==> config.mk <==
export PLATFORM = sky130hd
export DESIGN_NAME = win_watchdog
export DESIGN_NICKNAME = d
export VERILOG_FILES = /design/src/rtl/wwdt_pkg.sv /design/src/rtl/wwdt_cfg.sv /design/src/rtl/wwdt_count.sv /design/src/rtl/wwdt_flags.sv /design/src/rtl/win_watchdog.sv
export SDC_FILE = /design/constraint.sdc
export NUM_CORES = 1
export LEC_CHECK = 0
export CORE_MARGIN = 3
export CORE_UTILIZATION = 65
export CTS_BUF_LIST = sky130_fd_sc_hd__clkbuf_8
export DETAILED_ROUTE_END_ITERATION = 10
export PLACE_DENSITY = 0.95
export SETUP_SLACK_MARGIN = 0.3
export SLEW_MARGIN = 20
export SYNTH_ARGS = -nofsm -noshare
export SYNTH_HDL_FRONTEND = slang
export SYNTH_SLANG_ARGS = --single-unit
==> constraint.sdc <==
create_clock -name clk -period 10.17 [get_ports clk]
set_clock_uncertainty 0.2 [all_clocks]
set_input_delay 2.034 -clock clk [delete_from_list [all_inputs] [get_ports clk]]
set_output_delay 2.034 -clock clk [all_outputs]
set_load 0.01 [all_outputs]
==> src/rtl/wwdt_pkg.sv <==
package wwdt_pkg;

   typedef enum logic {
      SEL_CTRL = 1'b0,
      SEL_SVC  = 1'b1
   } wwdt_sel_e;

   // Period exponent for a rate code; code 0 means the watchdog is off.
   function automatic int unsigned exp_for(input int unsigned rate,
                                           input int unsigned base,
                                           input int unsigned top,
                                           input int unsigned rate_w);
      int unsigned steps;
      steps = (32'd1 << rate_w) - 32'd2;
      if (rate == 0) return 0;
      return base + ((rate - 1) * (top - base)) / steps;
   endfunction

endpackage

==> src/rtl/wwdt_cfg.sv <==
module wwdt_cfg #(
   parameter int unsigned DATA_W  = 8,
   parameter int unsigned RATE_W  = 3,
   parameter int unsigned WIN_BIT = 7
) (
   input  logic              clk,
   input  logic              rst_n,
   input  logic              ctrl_wr,
   input  logic [DATA_W-1:0] wr_data,
   output logic [RATE_W-1:0] rate_q,
   output logic              win_q,
   output logic              locked_q,
   output logic              restart
);

   // only the first control write after reset is taken
   assign restart = ctrl_wr && !locked_q;

   always_ff @(posedge clk) begin
      if (!rst_n) begin
         rate_q   <= '0;
         win_q    <= 1'b0;
         locked_q <= 1'b0;
      end else if (restart) begin
         rate_q   <= wr_data[RATE_W-1:0];
         win_q    <= wr_data[WIN_BIT];
         locked_q <= 1'b1;
      end
   end

endmodule

==> src/rtl/wwdt_count.sv <==
module wwdt_count
   import wwdt_pkg::*;
#(
   parameter int unsigned RATE_W     = 3,
   parameter int unsigned BASE_EXP   = 14,
   parameter int unsigned MAX_EXP    = 24,
   parameter bit          HAS_WINDOW = 1'b1,
   localparam int unsigned CNT_W     = MAX_EXP,
   localparam int unsigned TERM_W    = MAX_EXP + 1
) (
   input  logic              clk,
   input  logic              rst_n,
   input  logic              tick_en,
   input  logic              svc_wr,
   input  logic              restart,
   input  logic [RATE_W-1:0] rate,
   input  logic              win,
   output logic [CNT_W-1:0]  cnt,
   output logic [TERM_W-1:0] thresh,
   output logic              timeout_ev,
   output logic              early_ev
);

   localparam int unsigned NRATE = 1 << RATE_W;

   logic [TERM_W-1:0] term_tab [NRATE];
   logic [TERM_W-1:0] term;
   logic [TERM_W-1:0] cnt_ext;
   logic              enabled;
   logic              win_eff;
   logic              last;
   logic              svc_ok;

   // terminal count per rate code
   for (genvar k = 0; k < NRATE; k++) begin : g_term
      localparam int unsigned E = exp_for(k, BASE_EXP, MAX_EXP, RATE_W);
      if (k == 0) begin : g_off
         assign term_tab[k] = '0;
      end else begin : g_on
         assign term_tab[k] = TERM_W'(1) << E;
      end
   end

   if (HAS_WINDOW) begin : g_win
      assign win_eff = win;
   end else begin : g_nowin
      assign win_eff = 1'b0;
      logic unused_win;
      assign unused_win = win;
   end

   assign enabled = (rate != '0);
   assign term    = term_tab[rate];
   assign thresh  = term - (term >> 2);
   assign cnt_ext = {1'b0, cnt};
   assign last    = (cnt_ext == term - TERM_W'(1));

   assign svc_ok     = svc_wr && enabled && (!win_eff || cnt_ext >= thresh);
   assign early_ev   = svc_wr && enabled && win_eff && (cnt_ext < thresh);
   assign timeout_ev = enabled && tick_en && last && !svc_ok && !early_ev;

   always_ff @(posedge clk) begin
      if (!rst_n) begin
         cnt <= '0;
      end else if (restart || !enabled || svc_ok || early_ev) begin
         cnt <= '0;
      end else if (tick_en) begin
         cnt <= last ? '0 : CNT_W'(cnt + 1'b1);
      end
   end

endmodule

==> src/rtl/wwdt_flags.sv <==
module wwdt_flags (
   input  logic       clk,
   input  logic       rst_n,
   input  logic       timeout_ev,
   input  logic       early_ev,
   input  logic       rd_en,
   output logic       rst_req,
   output logic [1:0] status
);

   logic [1:0] hits;

   assign hits = {early_ev, timeout_ev};

   always_ff @(posedge clk) begin
      if (!rst_n) begin
         rst_req <= 1'b0;
         status  <= 2'b00;
      end else begin
         rst_req <= timeout_ev | early_ev;
         status  <= hits | (rd_en ? 2'b00 : status);
      end
   end

endmodule

==> src/rtl/win_watchdog.sv <==
module win_watchdog
   import wwdt_pkg::*;
#(
   parameter int unsigned DATA_W     = 8,
   parameter int unsigned RATE_W     = 3,
   parameter int unsigned WIN_BIT    = 7,
   parameter int unsigned BASE_EXP   = 14,
   parameter int unsigned MAX_EXP    = 24,
   parameter bit          HAS_WINDOW = 1'b1
) (
   input  logic              clk,
   input  logic              rst_n,
   input  logic              tick_en,
   input  logic              wr_en,
   input  logic              wr_addr,
   input  logic [DATA_W-1:0] wr_data,
   input  logic              rd_en,
   output logic              rst_req,
   output logic [1:0]        status
);

   localparam int unsigned CNT_W  = MAX_EXP;
   localparam int unsigned TERM_W = MAX_EXP + 1;

   if (RATE_W < 2 || MAX_EXP < BASE_EXP || BASE_EXP < 2) begin : g_bad_period
      $error("win_watchdog: invalid period parameters");
   end
   if (WIN_BIT >= DATA_W || RATE_W > WIN_BIT) begin : g_bad_field
      $error("win_watchdog: control fields do not fit the data width");
   end

   logic [RATE_W-1:0] rate_q;
   logic              win_q;
   logic              locked_q;
   logic              restart;
   logic [CNT_W-1:0]  cnt;
   logic [TERM_W-1:0] thresh;
   logic              timeout_ev;
   logic              early_ev;
   logic              ctrl_wr;
   logic              svc_wr;

   assign ctrl_wr = wr_en && (wwdt_sel_e'(wr_addr) == SEL_CTRL);
   assign svc_wr  = wr_en && (wwdt_sel_e'(wr_addr) == SEL_SVC);

   wwdt_cfg #(
      .DATA_W (DATA_W),
      .RATE_W (RATE_W),
      .WIN_BIT(WIN_BIT)
   ) u_cfg (
      .clk     (clk),
      .rst_n   (rst_n),
      .ctrl_wr (ctrl_wr),
      .wr_data (wr_data),
      .rate_q  (rate_q),
      .win_q   (win_q),
      .locked_q(locked_q),
      .restart (restart)
   );

   wwdt_count #(
      .RATE_W    (RATE_W),
      .BASE_EXP  (BASE_EXP),
      .MAX_EXP   (MAX_EXP),
      .HAS_WINDOW(HAS_WINDOW)
   ) u_count (
      .clk       (clk),
      .rst_n     (rst_n),
      .tick_en   (tick_en),
      .svc_wr    (svc_wr),
      .restart   (restart),
      .rate      (rate_q),
      .win       (win_q),
      .cnt       (cnt),
      .thresh    (thresh),
      .timeout_ev(timeout_ev),
      .early_ev  (early_ev)
   );

   wwdt_flags u_flags (
      .clk       (clk),
      .rst_n     (rst_n),
      .timeout_ev(timeout_ev),
      .early_ev  (early_ev),
      .rd_en     (rd_en),
      .rst_req   (rst_req),
      .status    (status)
   );

endmodule

## After elaboration in Yosys (flattened, before gate mapping)

Memory sizes are Yosys's and may differ from the RTL's.
Cells that the tools add are included.

| word-level totals | value |
|---|---|
| memories | 1 |
| bits in registers | 32 |
| ROM bits | 200 |
| input port bits | 14 |
| word-level logic and storage cells | 45 |

| operators by class | value |
|---|---|
| add/subtract/negate cells | 3 |
| reductions and logical operators | 22 |
| $lt $le $gt $ge | 3 |
| multiplexer cells | 4 |
| equality and inequality tests | 1 |
| bitwise logic cells | 5 |

Memory list:

| memory | depth | bits a word | rd ports | clocked after Yosys merged registers in | write ports | line | source |
|---|---|---|---|---|---|---|---|
| (name not given) | 8 | 25 | 1 | 0 | 0 | wwdt_count.sv:53 | `assign term = term_tab[rate];` |

Operators by type and width:

| kind | count |
|---|---|
| two-way mux 25 bit | 2 |
| equality test 24 x 25 -> 1 bit | 1 |
| greater-or-equal comparator 24 x 25 -> 1 bit | 1 |
| less-than comparator 24 x 25 -> 1 bit | 1 |
| subtractor 25 x 1 -> 25 bit (second input constant) | 1 |
| subtractor 25 x 23 -> 25 bit | 1 |
| adder 24 x 1 -> 24 bit (second input constant) | 1 |
| two-way mux 24 bit | 1 |
| logical AND 1 bit | 11 |
| logical NOT 1 bit | 5 |
| greater-or-equal comparator 4 bit (second input constant) | 1 |
| logical OR 1 bit | 4 |
| NOT 3 -> 4 bit | 1 |
| nonzero test 3 bit | 1 |
| two-way mux 2 bit | 1 |
| NOT 1 bit | 2 |
| OR 2 bit | 1 |
| OR reduction 2 bit | 1 |
| OR 1 bit | 1 |

## Longest topological paths before layout

| logic depth | value |
|---|---|
| depth after elaboration | 12 |
| gate-level depth with buffers | 17 |

## Modules after synthesis

A second synthesis with hierarchy kept.

| unflattened totals | value |
|---|---|
| cell total of the unflattened synthesis | 328 |
| area, all modules | 2666.3 um2 |

By module, submodules not included:

| module | cells an instance | instances | area each (um2) | sequential area each (um2) |
|---|---|---|---|---|
| wwdt_count | 297 | 1 | 2347.3 | 480.5 |
| wwdt_cfg | 21 | 1 | 207.7 | 100.1 |
| wwdt_flags | 8 | 1 | 95.1 | 60.1 |
| win_watchdog | 2 | 1 | 16.3 | 0.0 |

## Worst setup path before layout

Ideal clock, no wire load.

| timing | value |
|---|---|
| kind | register -> register |
| start point | register u_cfg.rate_q[1] |
| end point | register u_flags.status[1] |
| arrival | 3441 ps |
| period minus slack after synthesis | 3772 ps |
| slack | 6398 ps |
| library setup time | 132 ps |
| stages on the path, launching flop included | 16 |
| path through | dfxtp_1 > buf_6 > or3b_2 > ha_1 > nor4b_1 > o31ai_1 > a21oi_1 > a21oi_1 > xor2_1 > ha_1 > o21a_1 > o21ai_0 > a311oi_1 > nor4_1 > a311oi_1 > a21oi_1 |

| on the way | value |
|---|---|
| cells in the longest elaborated chain, start to end | 8 |
| elaborated cells between the ends (all ways) | 11 |

RTL lines:

| what | line | source |
|---|---|---|
| from (decl) | wwdt_cfg.sv:10 | `output logic [RATE_W-1:0] rate_q,` |
| from (signal assigned) | wwdt_cfg.sv:25 | `rate_q <= wr_data[RATE_W-1:0];` |
| NOT 3 -> 4 bit (not written as such) | wwdt_count.sv:53 |  |
| memory read (8 x 25 bit) | -- |  |
| two-way mux 25 bit (not written as such) (2 in a row) | wwdt_count.sv:53 |  |
| subtractor 25 x 23 -> 25 bit | wwdt_count.sv:54 | `assign thresh = term - (term >> 2);` |
| less-than comparator 24 x 25 -> 1 bit | wwdt_count.sv:59 | `assign early_ev = svc_wr && enabled && win_eff && (cnt_ext < thresh);` |
| logical AND 1 bit * | wwdt_count.sv:59 |  |
| OR 2 bit * | wwdt_flags.sv:21 | `status <= hits \| (rd_en ? 2'b00 : status);` |
| to (signal assigned) | wwdt_flags.sv:21 |  |
| to (decl) | wwdt_flags.sv:8 | `output logic [1:0] status` |

Mark *: on every way between the ends. The rest lies on a longest branch, timed or not. The select of a mux whose other input is x is not followed.
A chain may end at the register's enable or synchronous reset.

## Final worst setup path

Same ends and word-level chain as after synthesis.

==> results.ini <==
[die]
dieArea_sq_mm=0.00469
core_sq_mm=0.00372
die_y_um=68.5
initial_core_util_pct=68.2
die_w_um=68.5
ios=17
rows=22

[place]
dpl.hpwl_um=3950
dp_slack_ns=5.67
place.gp.congestion=0.876
port_buffers=12

[global_routing]
track_usage_pct=25.6
grt_overflow=0
antenna_found_initial=0
grt_pass1_wl_um=8870
first_global_vias=1992
grt_max_degree=25

[yosys]
synth_flop_cell=dfxtp_1
synth.top_cell.area_share_pct=25.3
synth-edff-count=0
syn_inst=293
synth_warnings=0
synthTopCellsByArea=dfxtp_1 25%, ha_1 13%, xor2_1 6.6%
synth_nets=334
synth_top_area_cell=dfxtp_1
synth_cell_types=58
async_flop_share_pct=0
seq_area_frac_synth_pct=25.3
syn_area_sq_mm=0.00254
synth.ff_latch_count=32
avgSynthCellArea_sq_um=8.66

[layout]
antenna_cells=0
final_nets=346
final_cell_mix=32 x dfxtp_1, 27 x ha_1, 20 x nor2_1, 19 x inv_1, 19 x xor2_1
layout-drive-gt1-share_pct=11.4
final_core_util_pct=74.2
syn2layout_area_growth_pct=8.73
final_common_cell=dfxtp_1

[setup_path]
start_kind=flip-flop
crit_slowest_cell=dfxtp_1
cp-end-kind=flip-flop
arrival_ns=4.56
crit_type=flip-flop to flip-flop
crit_family=compound AO/OA/AOI/OAI gates
crit_fanout=16
cp_slowest_stage_delay_ns=0.72
cp_num_buf_inv=0
crit_top_cell=a21oi_1
crit_chain=or3b_2 -> ha_1 -> nor4b_1 -> o31ai_1 -> a21oi_1 -> a21oi_1 -> xor2_1 -> ha_1 -> o21a_1 -> o21ai_0 -> a311oi_1 -> nor4_1 -> a311oi_1 -> a21oi_1
worstPathRequired_ns=10.13

[cts]
ctsHoldBuffers=0
cts_tree=done
clockBufferDepth=2
cts_resized=0
cts_setup_buffers=0
ctsRootBufferMaster=clkbuf_8
cts_max_level=2
insertion_delay_ns=0.29
cts.reportedPaths.clkPinSlew_ns=0.07
cts_sinks=32
cts-buffers-inserted=5

[sta]
finalMaxSlewViolations=0
setup_viol=0
min_period_ns=4.60
fmax_mhz=217
hold_viol_final=0
relSlewSlack_pct=37.1
rsz0062_at_grt=false
layout_setup_ws_ns=5.57
tightest_slew_ns=0.941
setup_tns_ns=0
fin_crit_sh_pct=45.3

[power]
ir_drop_mv=0.0952
p_leak_nw=0.992
clkPwrFrac_pct=36.5
p_seq_share_pct=45.7
p_sw_uw=79.8
p_per_area_mw_per_mm2=103
power.internal_uw=204
power_frac_comb_pct=17.9
switching_share_pct=28.1

[drt]
wire_per_inst_um=15.8
drtIter0Drc=126
wl_um=5600
post_drt_via_cell_ratio=6.07
vias=2150
drt_pass1_iterations=4
ant_nets=0
drc=0

[run]
cap_viol_max_count=0

[run_status]
status=complete, no violations

[hold_path]
hp-class=flip-flop to flip-flop

-- tightest hold or removal path: stages, from the launching register on --
cell      delay, ns
dfxtp_1        0.31
nand2b_1       0.06
a21oi_1        0.06
-- worst paths after layout --
| check | from | to | slack, ns | cells after the start |
|---|---|---|---|---|
| worst max register to register | u_cfg.rate_q[1]$_SDFFE_PN0P_ | u_flags.status[1]$_SDFF_PN0_ | 5.57 | 14 |
| worst min register to register | u_flags.status[1]$_SDFF_PN0_ | u_flags.status[1]$_SDFF_PN0_ | 0.28 | 2 |
| worst min-delay path | u_flags.status[1]$_SDFF_PN0_ | u_flags.status[1]$_SDFF_PN0_ | 0.28 | 2 |
| worst max-delay path | u_cfg.rate_q[1]$_SDFFE_PN0P_ | u_flags.status[1]$_SDFF_PN0_ | 5.57 | 14 |
-- layout make-up --
class | count | area (sq um)
Multi-Input combinational cell | 233 | 1750
Clock inverter | 2 | 15.0
Timing Repair Buffer | 13 | 134
Fill cell | 262 | 958
Tap cell | 48 | 60.1
Sequential cell | 32 | 641
Clock buffer | 6 | 82.6
Inverter | 20 | 75.1
-- power groups by stage --
stage | Clock (mW) | Sequential, mW | Combinational [mW]
4_1_cts | 0.104 | 0.129 | 0.0499
6_report | 0.103 | 0.130 | 0.0506
3_5_place_dp | 0 | 0.132 | 0.0491
2_1_floorplan | 0 | 0.130 | 0.0396
3_3_place_gp | 0 | 0.132 | 0.0470
5_1_grt | 0.110 | 0.130 | 0.0555
-- metal layers --
metal  vias to the layer above  part of all wire, %  track usage, %
met4                         0                  1.5            8.19
met1                      1026                   45            31.5
li1                       1063                    -               -
met2                        50                   50            44.1
met3                        11                  4.0            5.09
met5                         -                    0               0
-- cell usage after synthesis (2+ instances only) --
cell / instances
ha_1: 27
xor2_1: 19
nor2b_1: 7
and3_1: 3
nand3b_1: 4
nand2b_1: 5
nand2_1: 15
nor3b_1: 3
mux2i_1: 5
dfxtp_1: 32
a21oi_1: 10
buf_2: 2
nand4_1: 10
nor3b_2: 2
nand3_1: 14
buf_6: 4
a21o_1: 2
xnor2_1: 15
o21ai_1: 2
o21a_1: 3
o21ai_0: 8
nor4_1: 2
nor3_2: 10
inv_1: 19
nor2_1: 20
nor3_1: 17
a311oi_1: 2
-- per-stage QoR --
| step | std cells | power, mW | area (sq um) | hold WS, ns |
|---|---|---|---|---|
| floorplan | 293 | 0.170 | 2540 | 0.241 |
| global placement | 345 | 0.179 | 2650 | 0.261 |
| detailed placement | 345 | 0.181 | 2650 | 0.272 |
| CTS | 353 | 0.283 | 2740 | 0.282 |
| global route | 354 | 0.295 | 2760 | 0.309 |
| finish | 354 | 0.284 | 2760 | 0.276 |
-- sequential cells by signal, summed over array words and instances (netlist names) --
signal / flops
u_count.cnt: 24
u_cfg.locked_q: 1
u_flags.status: 2
u_cfg.rate_q: 3
u_flags.rst_req: 1
u_cfg.win_q: 1
-- cell families after synthesis --
kind of cell	share of synthesized area, %
AOI/OAI and AO/OA	11.1
DFF	25.3
xor gates and xnor gates	12.4
adders and majority gates	13.3
and+or+nand+nor	29.7
buffers and inverters	5.72
muxes	2.57
Power figures use the tool's default switching activity.
